==> config.mk <==
export PLATFORM = sky130hd
export DESIGN_NAME = insitu_seq
export DESIGN_NICKNAME = d
export VERILOG_FILES = /design/src/rtl/isq_pkg.sv /design/src/rtl/isq_divider.sv /design/src/rtl/isq_walker.sv /design/src/rtl/insitu_seq.sv
export SDC_FILE = /design/constraint.sdc
export NUM_CORES = 1
export LEC_CHECK = 0
export BUFFER_PORTS_ARGS = -buffer_cell sky130_fd_sc_hd__buf_2
export CAP_MARGIN = 15
export CELL_PAD_IN_SITES_DETAIL_PLACEMENT = 0
export CELL_PAD_IN_SITES_GLOBAL_PLACEMENT = 1
export CORE_MARGIN = 1
export CORE_UTILIZATION = 35
export CTS_BUF_LIST = sky130_fd_sc_hd__clkbuf_4 sky130_fd_sc_hd__clkbuf_8
export DETAILED_ROUTE_END_ITERATION = 16
export PLACE_DENSITY = 0.78
export SLEW_MARGIN = 20
export SYNTH_ARGS = -nofsm -noshare
export SYNTH_HDL_FRONTEND = slang
export SYNTH_SLANG_ARGS = --single-unit
==> constraint.sdc <==
create_clock -name clk -period 2.6 [get_ports clk]
set_input_delay 0.52 -clock clk [delete_from_list [all_inputs] [get_ports clk]]
set_output_delay 0.52 -clock clk [all_outputs]
set_load 0.05 [all_outputs]
==> src/rtl/isq_pkg.sv <==
package isq_pkg;

  typedef enum logic [1:0] {
    ST_IDLE = 2'd0,
    ST_CAP  = 2'd1,
    ST_READ = 2'd2
  } isq_state_e;

  // slot order inside one pixel readout
  typedef enum logic [1:0] {
    PH_RST  = 2'd0,
    PH_SREF = 2'd1,
    PH_SHFT = 2'd2,
    PH_SSIG = 2'd3
  } isq_phase_e;

  function automatic isq_phase_e next_phase(isq_phase_e p);
    return isq_phase_e'(p + 2'd1);
  endfunction

endpackage

==> src/rtl/isq_divider.sv <==
module isq_divider #(
  parameter int LIMIT = 4,
  parameter int CW    = 2
) (
  input  logic          clk,
  input  logic          rst_n,
  input  logic          clr,
  input  logic          en,
  output logic [CW-1:0] cnt,
  output logic          last
);
  localparam logic [CW-1:0] LAST_V = CW'(LIMIT - 1);

  assign last = (cnt == LAST_V);

  always_ff @(posedge clk) begin
    if (!rst_n)     cnt <= '0;
    else if (clr)   cnt <= '0;
    else if (en)    cnt <= last ? '0 : cnt + 1'b1;
  end

  AST_DIV_RANGE: assert property (@(posedge clk) disable iff (!rst_n) cnt <= LAST_V);
endmodule

==> src/rtl/isq_walker.sv <==
module isq_walker
  import isq_pkg::*;
#(
  parameter int ROWS  = 16,
  parameter int DEPTH = 20,
  parameter int RW    = 4,
  parameter int PW    = 5
) (
  input  logic          clk,
  input  logic          rst_n,
  input  logic          clr,
  input  logic          step,
  output isq_phase_e    phase,
  output logic [RW-1:0] row_idx,
  output logic          walk_end
);
  localparam logic [RW-1:0] ROW_LAST = RW'(ROWS - 1);
  localparam logic [PW-1:0] PIX_LAST = PW'(DEPTH - 1);

  logic [PW-1:0] pix;
  logic          pix_end;

  assign pix_end  = (phase == PH_SSIG) && (pix == PIX_LAST);
  assign walk_end = pix_end && (row_idx == ROW_LAST);

  always_ff @(posedge clk) begin
    if (!rst_n || clr) begin
      phase   <= PH_RST;
      pix     <= '0;
      row_idx <= '0;
    end else if (step) begin
      phase <= next_phase(phase);
      if (phase == PH_SSIG)
        pix <= (pix == PIX_LAST) ? '0 : pix + 1'b1;
      if (pix_end)
        row_idx <= (row_idx == ROW_LAST) ? '0 : row_idx + 1'b1;
    end
  end

  AST_ROW_RANGE: assert property (@(posedge clk) disable iff (!rst_n) row_idx <= ROW_LAST);
  AST_PIX_RANGE: assert property (@(posedge clk) disable iff (!rst_n) pix <= PIX_LAST);
endmodule

==> src/rtl/insitu_seq.sv <==
module insitu_seq
  import isq_pkg::*;
#(
  parameter int ROWS    = 16,
  parameter int DEPTH   = 20,
  parameter int CAP_DIV = 2500,
  parameter int RD_DIV  = 12
) (
  input  logic            clk,
  input  logic            rst_n,
  input  logic            train_start,
  output logic            pg_pulse,
  output logic            tg_pulse,
  output logic [ROWS-1:0] row_sel,
  output logic [ROWS-1:0] row_clk,
  output logic            rst_gate,
  output logic            smp_strobe,
  output logic            smp_is_sig,
  output logic            done,
  output logic            overrun
);
  localparam int CCW = $clog2(CAP_DIV);
  localparam int RCW = $clog2(RD_DIV);
  localparam int RW  = (ROWS  > 1) ? $clog2(ROWS)  : 1;
  localparam int PW  = (DEPTH > 1) ? $clog2(DEPTH) : 1;
  localparam logic [CCW-1:0] PG_AT      = CCW'(CAP_DIV - 2);
  localparam logic [PW-1:0]  FRAME_LAST = PW'(DEPTH - 1);

  isq_state_e     state;
  logic [PW-1:0]  frame;
  logic [CCW-1:0] cap_cnt;
  logic [RCW-1:0] rd_cnt;
  logic [RW-1:0]  row_idx;
  isq_phase_e     phase;

  // named events for the assertions
  logic cap_tick, rd_tick, walk_end, busy, start_ok, start_rej, slot_head, reading;

  assign busy      = (state != ST_IDLE);
  assign reading   = (state == ST_READ);
  assign start_ok  = train_start && !busy;
  assign start_rej = train_start && busy;
  assign slot_head = reading && (rd_cnt == '0);

  isq_divider #(.LIMIT(CAP_DIV), .CW(CCW)) u_cap_div (
    .clk(clk), .rst_n(rst_n), .clr(state == ST_IDLE), .en(state == ST_CAP),
    .cnt(cap_cnt), .last(cap_tick)
  );

  isq_divider #(.LIMIT(RD_DIV), .CW(RCW)) u_rd_div (
    .clk(clk), .rst_n(rst_n), .clr(!reading), .en(reading),
    .cnt(rd_cnt), .last(rd_tick)
  );

  isq_walker #(.ROWS(ROWS), .DEPTH(DEPTH), .RW(RW), .PW(PW)) u_walk (
    .clk(clk), .rst_n(rst_n), .clr(!reading), .step(rd_tick),
    .phase(phase), .row_idx(row_idx), .walk_end(walk_end)
  );

  always_ff @(posedge clk) begin
    if (!rst_n) begin
      state   <= ST_IDLE;
      frame   <= '0;
      done    <= 1'b0;
      overrun <= 1'b0;
    end else begin
      done <= 1'b0;
      if (start_rej) overrun <= 1'b1;
      unique case (state)
        ST_IDLE: if (start_ok) begin
          state <= ST_CAP;
          frame <= '0;
        end
        ST_CAP: if (cap_tick) begin
          if (frame == FRAME_LAST) state <= ST_READ;
          else                     frame <= frame + 1'b1;
        end
        ST_READ: if (rd_tick && walk_end) begin
          state <= ST_IDLE;
          done  <= 1'b1;
        end
        default: state <= ST_IDLE;
      endcase
    end
  end

  assign pg_pulse   = (state == ST_CAP) && (cap_cnt == PG_AT);
  assign tg_pulse   = (state == ST_CAP) && cap_tick;
  assign row_sel    = reading ? (ROWS'(1) << row_idx) : '0;
  assign row_clk    = (slot_head && phase == PH_SHFT) ? row_sel : '0;
  assign rst_gate   = slot_head && (phase == PH_RST);
  assign smp_strobe = slot_head && (phase == PH_SREF || phase == PH_SSIG);
  assign smp_is_sig = slot_head && (phase == PH_SSIG);

  AST_TG_AFTER_PG: assert property (@(posedge clk) disable iff (!rst_n) pg_pulse |=> tg_pulse);
  AST_CAP_QUIET: assert property (@(posedge clk) disable iff (!rst_n) (pg_pulse || tg_pulse) |-> (row_sel == '0 && !smp_strobe));
  AST_SEL_ONEHOT: assert property (@(posedge clk) disable iff (!rst_n) $onehot0(row_sel));
  AST_SHIFT_IN_ROW: assert property (@(posedge clk) disable iff (!rst_n) (|row_clk) |-> ($onehot(row_clk) && (row_clk & ~row_sel) == '0));
  AST_DONE_IDLE: assert property (@(posedge clk) disable iff (!rst_n) done |-> (row_sel == '0 && !rst_gate));
  AST_DONE_SINGLE: assert property (@(posedge clk) disable iff (!rst_n) done |=> !done);
  AST_OVR_STICKY: assert property (@(posedge clk) disable iff (!rst_n) overrun |=> overrun);
  AST_REJECT_FLAGS: assert property (@(posedge clk) disable iff (!rst_n) (train_start && busy) |=> overrun);
  AST_READ_FOLLOWS: assert property (@(posedge clk) disable iff (!rst_n) (tg_pulse && frame == FRAME_LAST) |=> rst_gate);
endmodule

# Word-level counts from Yosys, hierarchy flattened
# Index checks and enable logic that the tools add are counted.
# classes
n_addsub	6
multipliers	0
div	0
n_lt_le_gt_ge	0
n_eq_ne	16
shifts	1
n_mux	15
bitwise	2
n_reduce_logical	29
# ops
op	count
two-way mux 16 bit	2
equality test 12 bit, second input constant	2
two-way mux 5 bit	4
<< shifter 1 x 4 -> 16 bit, first input constant	1
adder 12 x 1 -> 12 bit, second input constant	1
logical AND 1 bit	12
two-way mux 12 bit	1
adder 5 x 1 -> 5 bit, second input constant	2
equality test 5 bit, second input constant	2
case mux 5 bit (2 select lines)	1
adder 4 x 1 -> 4 bit, second input constant	2
equality test 4 bit, second input constant	2
two-way mux 2 bit	4
inequality test 2 bit, second input constant	4
AND reduction 4 bit	2
equality test 2 bit, second input constant	3
case mux 2 bit (3 select lines)	1
AND reduction 2 bit	3
equality test 2 x 1 -> 1 bit, second input constant	2
logical NOT 2 bit	2
logical NOT 4 bit	1
two-way mux 4 bit	1
nonzero test 2 bit	2
logical NOT 1 bit	3
7 further kinds	9
# totals
register_bits	36
latchBits	0
mem_bits_rw	0
rom_bits	0
output_inout_bits	39
wordCells	78
memories	0

# Logic depth before layout (Yosys ltp)
# Gate-level depths: netlist of run 1.
# logic_depth
depth_word	6
ltp_mapped	7

# By module
# From an unflattened synthesis of run 1, not the netlist that was laid out.
# hier_totals
cells_unflattened	257
area_unflattened_um2	2255.9
# modules_own_cells
module	instances	cells_each	area_each_um2	seq_area_each_um2
insitu_seq	1	108	852.1	180.2
isq_divider at u_cap_div	1	64	643.1	240.2
isq_walker	1	66	559.3	220.2
isq_divider at u_rd_div	1	19	201.4	80.1

# Least setup slack after synthesis of run 1
# No wires, ideal clock.
# synth_timing
path_kind	reg-to-output
from	register state[1]
to	output port row_clk[10]
arrival_time_ps	2003
t_required_ps	2080
setup_slack_ps	77
path_stages_with_launch	6
n_path_buf	1
path_cell_list	dfxtp_1 -> buf_2 -> nor2b_1 -> and3_1 -> nand4_1 -> nor2_1
# synth_between
elab_chain_len	4
# synth_rtl
element	line_no	rtl
from (decl)	insitu_seq.sv:29	isq_state_e state;
from (signal assigned)	insitu_seq.sv:62	state <= ST_IDLE;
from (signal assigned)	insitu_seq.sv:71	state <= ST_CAP;
from (signal assigned)	insitu_seq.sv:75	if (frame == FRAME_LAST) state <= ST_READ;
equality test 2 bit *	insitu_seq.sv:40	assign reading = (state == ST_READ);
logical AND 1 bit	insitu_seq.sv:43	assign slot_head = reading && (rd_cnt == '0);
logical AND 1 bit	insitu_seq.sv:90	assign row_clk = (slot_head && phase == PH_SHFT) ? row_sel : '0;
two-way mux 16 bit *	insitu_seq.sv:90	
to (decl)	insitu_seq.sv:15	output logic [ROWS-1:0] row_clk,
# Mark *: on every way between the ends. The rest lies on a longest branch, timed or not.

# Worst setup path after layout of run 1
# layout_timing
from	register state[1]
to	output port row_clk[9]
# The elaborated chain is that of the path after synthesis.

==> results.yml, run 1 <==
setup_path:
  critPathRequiredTime_ns: 2.08
  crit_family: "simple AND/OR/NAND/NOR gates"
  crit_fanout: 8
  crit_type: "reg2out"
  crit_buf_inv: 1
  rr_worst_depth: 5
  critPathCaptureType: "output pin"
  timing.rr.start: "u_rd_div.cnt[1]$_SDFF_PP0_"
  start_kind: "flip-flop"
  r2r_setup_slack_ns: 0.76
  critPathSlowestCell: "dfxtp_1"
  arrival_ns: 1.83
  r2r_end: "u_walk.row_idx[3]$_SDFFE_PN0P_"
  path_cells: "nor2b_1, and3_1, nand4_1, nor2_1, buf_2"
  cp_slowest_stage_delay_ns: 0.33
place:
  hpwl_mm: 3.22
  place_ws_ns: 0.590
  io_buffers: 41
  gp_congestion: 0.739
sta:
  slew_violations: 0
  tightest_slew_ns: 0.570
  final.period_utilization: 0.903
  final.setup_skew_ns: 0.00963
  hold_violations: 0
  rsz0062_at_grt: "no"
  final.min_clock_period_ns: 2.35
  setup_viol: 0
  setup_slack_ns: 0.253
  max_freq_mhz: 426
  totalNegativeSetupSlack_ns: 0
  slew_headroom: 0.615
power:
  ir_worst_vdd_v: 0.000364
  internal_power_w: 0.000755
  seqPwrFrac: 0.561
  powerDensity_nw_per_um2: 405
  p_comb_frac: 0.035
  p_sw_w: 0.000237
  switching_share: 0.239
  clkPwrFrac: 0.405
  p_leak_nw: 1.01
route:
  first_iter_violations: 89
  drt-total-wl_mm: 4.21
  wl_per_cell_um: 11.3
  via_per_inst: 4.93
  final_antenna_net_count: 0
  num_vias: 1828
  remaining_drc_errors: 0
  drtPass1Iterations: 4
logic_synthesis:
  synth_area_leaders: "dfxtp_1, ha_1, nor2_1, xor2_1, nand2_1"
  synth_edf_count: 0
  yosysMostFrequentCell: "nor2_1"
  synth_xor_area_frac: 0.0546
  synth_flop_cell: "dfxtp_1"
  ys_top_cells_by_count: "nor2_1, dfxtp_1, nand2_1, ha_1, inv_1"
  syn_area_sq_um: 2090
  syn_inst: 258
  yosys.area_share.simple: 0.325
  synth_fp_nets: 277
  muxShareOfSynthArea: 0.0240
  yosysWarnings: 0
  synth.distinct_cells: 41
  seq_area_frac_synth: 0.346
  synth_top_family_by_area: "simple AND/OR/NAND/NOR gates"
  synthAdderAreaFrac: 0.0960
  syn_avg_cell_area_sq_um: 8.08
  ys_ff_latch: 36
  async_reset_ff_frac: 0
  synth_compound_area_frac: 0.103
  synth_top_area_frac: 0.346
  yosysTopAreaCell: "dfxtp_1"
grt:
  met1_usage: 0.186
  grt_pass1_vias: 1554
  overflow: 0
  grtUsageMet3: 0.0310
  grt_max_degree: 15
  grt_usage: 0.142
  grt_first_pass_wirelength_mm: 7.09
  met2_usage: 0.227
  busiest_layer: "met2"
  antenna_found_initial: 0
die:
  num_rows: 27
  core_region_area_sq_um: 5610
  die_x_um: 79.2
  start_util: 0.372
  die-area_sq_um: 6270
  chipHeight_um: 79.2
  top_level_ports: 42
worst_hold_path:
  holdPathStages: 1
  hp-start: "overrun$_SDFFE_PN0P_"
  min_path_type: "reg2reg"
  min_to: "overrun$_SDFFE_PN0P_"
clocking:
  cts_tree: "yes"
  htreeDepth: 2
  cts.sinks: 36
  cts_buffers: 5
  clock_latency_ns: 0.29
  cts_setup_buffers: 0
  ctsResizeCount: 0
  hold_buffers: 0
  clock_path_buffers: 2
  clock-root-buffer: "clkbuf_8"
  clk_pin_slew_ns: 0.08
cells_and_area:
  num_antenna_cells: 0
  fin_nets: 317
  nFillCells: 614
  drive_above_1_share: 0.191
  syn2layout_area_growth_pct: 17.3
  seq_area_sq_um: 721
  multi_input_area_sq_um: 1260
job:
  maxCapViolCount: 0
run_status:
  status: "finished clean"
-- worst reg2reg max path: stages, from the launching register on --
cell,delay (ns)
dfxtp_1,0.36
ha_1,0.24
and4b_1,0.41
and4b_1,0.40
a41oi_1,0.16
nor3_1,0.20
-- cell usage in the layout (no fill, tap or decap), types with 2 or more instances in the layout --
cell type / synthesis / layout
a21oi_1: 10 / 10
a41oi_1: 3 / 3
and2_1: 3 / 3
and3_1: 4 / 4
and4b_1: 5 / 5
buf_2: 6 / 41
buf_4: 0 / 3
clkbuf_8: 0 / 5
clkinvlp_4: 0 / 2
dfxtp_1: 36 / 36
ha_1: 16 / 16
inv_1: 16 / 16
mux2i_1: 5 / 5
nand2_1: 20 / 20
nand2b_1: 2 / 2
nand3_1: 8 / 8
nand4_1: 7 / 7
nand4b_1: 2 / 2
nor2_1: 53 / 53
nor2b_1: 4 / 4
nor3_1: 7 / 7
nor3b_1: 2 / 2
o21a_1: 5 / 5
o21ai_0: 7 / 7
or3_1: 3 / 3
xnor2_1: 4 / 4
xor2_1: 9 / 9
-- logic make-up (layout without fill, tap and decap cells) --
kind of cell               count (synthesis)  in the layout
and+or+nand+nor                          128            128
DFF                                       36             36
AOI/OAI and AO/OA                         33             33
buffers and inverters                     27             68
adders and majority gates                 16             16
xor gates and xnor gates                  13             13
muxes                                      5              5
-- power groups by stage --
stage	combinational (W)	sequential (W)	clock [W]
3_5_place_dp	0.0000348	0.000569	0
5_1_grt	0.0000391	0.000557	0.000439
2_1_floorplan	0.0000216	0.000573	0
6_report	0.0000345	0.000556	0.000401
4_1_cts	0.0000350	0.000556	0.000420
3_3_place_gp	0.0000348	0.000569	0
-- flip-flops by register name, indices dropped and copies added, names as in the netlist, 2 cells and up --
| name | count |
|---|---|
| frame | 5 |
| state | 2 |
| u_cap_div.cnt | 12 |
| u_rd_div.cnt | 4 |
| u_walk.phase | 2 |
| u_walk.pix | 5 |
| u_walk.row_idx | 4 |
-- stage by stage --
step | area [sq um] | utilization | hold slack [ns] | power, W | instances
3_5_place_dp | 2350 | 0.420 | 0.453 | 0.000604 | 363
6_report | 2450 | 0.436 | 0.471 | 0.000992 | 371
4_1_cts | 2450 | 0.436 | 0.476 | 0.00101 | 371
5_1_grt | 2450 | 0.436 | 0.506 | 0.00104 | 371
2_1_floorplan | 2090 | - | 0.446 | 0.000594 | 258
3_3_place_gp | 2350 | 0.420 | 0.449 | 0.000604 | 363
-- cell type report --
| class | instances | area share |
|---|---|---|
| Clock buffer | 5 | 0.0281 |
| Clock inverter | 3 | 0.00971 |
| Inverter | 16 | 0.0245 |
| Multi-Input combinational cell | 195 | 0.513 |
| Sequential cell | 36 | 0.294 |
| Tap cell | 72 | 0.0368 |
| Timing Repair Buffer | 44 | 0.0930 |
-- how the worst max path moves through the flow --
stage                          startpoint           to  depth (start not counted)  slack (ns)
2_1_floorplan       state[1]$_SDFFE_PN0P_  row_clk[10]                          5        0.08
3_3_place_gp   u_rd_div.cnt[2]$_SDFF_PP0_  row_clk[15]                          5        0.61
3_5_place_dp        state[1]$_SDFFE_PN0P_   row_clk[3]                          5        0.59
4_1_cts             state[1]$_SDFFE_PN0P_   row_clk[3]                          5        0.25
5_1_grt             state[1]$_SDFFE_PN0P_  row_clk[13]                          5        0.09
6_report            state[1]$_SDFFE_PN0P_   row_clk[9]                          5        0.25
-- layer usage --
layer / vias to the layer above / wire length (um)
li1: 959 / -
met4: 0 / 66
met1: 851 / 2120
met2: 12 / 1940
met3: 6 / 81
met5: - / 0
Power figures use the tool's default switching activity.
==> inputs of run 2 (changes only) <==
--- a/config.mk
+++ b/config.mk
@@ -5,6 +5,7 @@
 export SDC_FILE = /design/constraint.sdc
 export NUM_CORES = 1
 export LEC_CHECK = 0
+export ABC_AREA = 1
 export BUFFER_PORTS_ARGS = -buffer_cell sky130_fd_sc_hd__buf_2
 export CAP_MARGIN = 15
 export CELL_PAD_IN_SITES_DETAIL_PLACEMENT = 0
@@ -13,7 +14,7 @@
 export CORE_UTILIZATION = 35
 export CTS_BUF_LIST = sky130_fd_sc_hd__clkbuf_4 sky130_fd_sc_hd__clkbuf_8
 export DETAILED_ROUTE_END_ITERATION = 16
-export PLACE_DENSITY = 0.78
+export PLACE_DENSITY = 0.8
 export SLEW_MARGIN = 20
 export SYNTH_ARGS = -nofsm -noshare
 export SYNTH_HDL_FRONTEND = slang
==> run 2 against run 1 <==
Against the previous run:
- clock power rose by 7.7%
- clock skew rose by 0.0047 ns
- die area rose by 7.2%
- first-iteration DRC count fell by 21%
- routed wire length rose by 15%
- global-route usage rose by 1.1 points
- worst hold slack got worse by 0.015 ns
- sequential share of layout area fell by 1.7 points
- flip-flop and latch count did not move
- non-clock buffer count fell by 3
==> results.yml, run 2 <==
cells_and_area:
  biggestRegsByFlops: "u_cap_div.cnt: 12 flops, frame: 5 flops, u_walk.pix: 5 flops"
  syn2layout_area_growth_pct: 16.0
  num_antenna_cells: 0
  final_cell_mix: "nor2_1, nand2_1, inv_1"
  top_register: "u_cap_div.cnt"
  mostFrequentLayoutCell: "nor2_1"
  fin_nets: 397
  drive_above_1_share: 0.174
  finalNonFillerCells: 454
  stdcell_area_sq_um: 2600
  largest_reg_flops: 12
  fin_util: 0.429
setup_path:
  arrival_ns: 1.82
  critPathCaptureType: "output pin"
  critPathRequiredTime_ns: 2.08
  timing.rr.start: "u_cap_div.cnt[0]$_SDFFE_PP0P_"
  worstSetupStartpoint: "state[1]$_SDFFE_PN0P_"
  start_kind: "flip-flop"
  r2r_setup_slack_ns: 0.94
  rr_worst_depth: 8
  crit_fanout: 16
  r2r_end: "frame[0]$_SDFFE_PN0P_"
  crit_type: "reg2out"
sta:
  slew_headroom: 0.633
  hold_violations: 0
  final.setup_skew_ns: 0.0144
  final.period_utilization: 0.901
  tightest_slew_ns: 0.546
  totalNegativeSetupSlack_ns: 0
  slew_violations: 0
  setup_slack_ns: 0.257
  rsz0062_at_grt: "no"
  max_freq_mhz: 427
  final.min_clock_period_ns: 2.34
  setup_viol: 0
grt:
  grt_max_degree: 17
  grt_usage: 0.154
  grt_pass1_vias: 1727
  overflow: 0
  grt_first_pass_wirelength_mm: 7.88
  antenna_found_initial: 0
worst_hold_path:
  holdPathStages: 3
  min_to: "state[0]$_SDFFE_PN0P_"
  min_path_type: "in2reg"
  hp-start: "rst_n"
route:
  first_iter_violations: 70
  met1Wirelength_mm: 2.44
  num_vias: 2124
  drt-total-wl_mm: 4.82
  wl_met3_um: 186
  final_antenna_net_count: 0
  via_per_inst: 4.68
  drtPass1Iterations: 4
  top_layer_used: "met4"
  route.met2.wl_mm: 2.11
  remaining_drc_errors: 0
  wl_per_cell_um: 10.6
job:
  maxCapViolCount: 0
place:
  dpl-instance-area_sq_um: 2500
  placed_cells: 446
  gp_congestion: 0.792
  io_buffers: 41
  place_ws_ns: 0.579
  hpwl_mm: 3.67
die:
  die-area_sq_um: 6720
  core_region_area_sq_um: 6060
  top_level_ports: 42
  chipHeight_um: 82.0
  die_x_um: 82.0
  start_util: 0.370
  num_rows: 28
run_status:
  status: "finished clean"
logic_synthesis:
  yosysTopAreaCell: "dfxtp_1"
  syn_inst: 335
  yosysWarnings: 0
  synth_flop_cell: "dfxtp_1"
  syn_avg_cell_area_sq_um: 6.69
  synth_area_leaders: "dfxtp_1, nor2_1, nand2_1, ha_1, inv_1"
  ys_ff_latch: 36
  synth_edf_count: 0
  async_reset_ff_frac: 0
  yosysMostFrequentCell: "nor2_1"
  synth.distinct_cells: 28
  ys_top_cells_by_count: "nor2_1, nand2_1, inv_1, dfxtp_1, nor3_1"
  synth_fp_nets: 354
  syn_area_sq_um: 2240
  synth_top_area_frac: 0.322
  seq_area_frac_synth: 0.322
power:
  powerDensity_nw_per_um2: 412
  ir_worst_vdd_v: 0.000248
  p_leak_nw: 1.09
clocking:
  cts_setup_buffers: 0
  htreeDepth: 2
  clock_path_buffers: 2
  cts_buffers: 5
  cts_tree: "yes"
  clock-root-buffer: "clkbuf_8"
  clk_pin_slew_ns: 0.09
  clock_latency_ns: 0.30
  cts.sinks: 36
  hold_buffers: 0
  ctsResizeCount: 0
==> run 2: kinds of logic after synthesis <==
group	count (synthesis)	share of synthesized area
xor gates and xnor gates	7	0.0274
adders and majority gates	16	0.0894
buffers and inverters	56	0.102
AOI/OAI and AO/OA	31	0.0704
DFF	36	0.322
and+or+nand+nor	189	0.389
==> run 2: final cells by class <==
cell class              instances  area [sq um]
fillers                       667          3460
repair buffers                 41           205
flip-flops and latches         36           721
inverters                      51           191
multi-input cells             243          1290
clock buffers                   6          82.6
well taps                      75          93.8
clock inverters                 2          13.8
==> run 2: routing by layer <==
metal  vias to the layer above  global-route usage
li1                       1161                   -
met1                       906               0.205
met2                        48               0.231
met3                         9              0.0400
met4                         0              0.0667
met5                         -                   0
==> run 2: worst max path at each step <==
stage / endpoint / slack (ns) / cells after the start
floorplan: row_clk[6] / 0.04 / 5
global placement: row_clk[4] / 0.64 / 7
detailed placement: row_clk[9] / 0.58 / 5
CTS: row_clk[9] / 0.25 / 5
global route: row_clk[5] / 0.11 / 7
finish: row_clk[14] / 0.26 / 5
==> run 2: stage by stage <==
step | total power (W) | hold slack [ns]
after floorplan | 0.000631 | 0.430
after detailed placement | 0.000653 | 0.458
after global routing | 0.00112 | 0.485
final | 0.00107 | 0.456
after CTS | 0.00109 | 0.465
after global placement | 0.000652 | 0.448
==> run 2: critical path, cell delays in order (launching register included) <==
cell,delay [ns]
dfxtp_1,0.43
nand2_2,0.09
inv_1,0.12
nand2_1,0.31
nor3_1,0.29
buf_2,0.30
==> run 2: power by group <==
part           internal (W)  switching [W]  leakage [nW]  total (W)
sequential         0.000559     0.00000833         0.291   0.000567
clock              0.000217       0.000216        0.0516   0.000432
combinational     0.0000188      0.0000529         0.748  0.0000717
total              0.000794       0.000277          1.09    0.00107
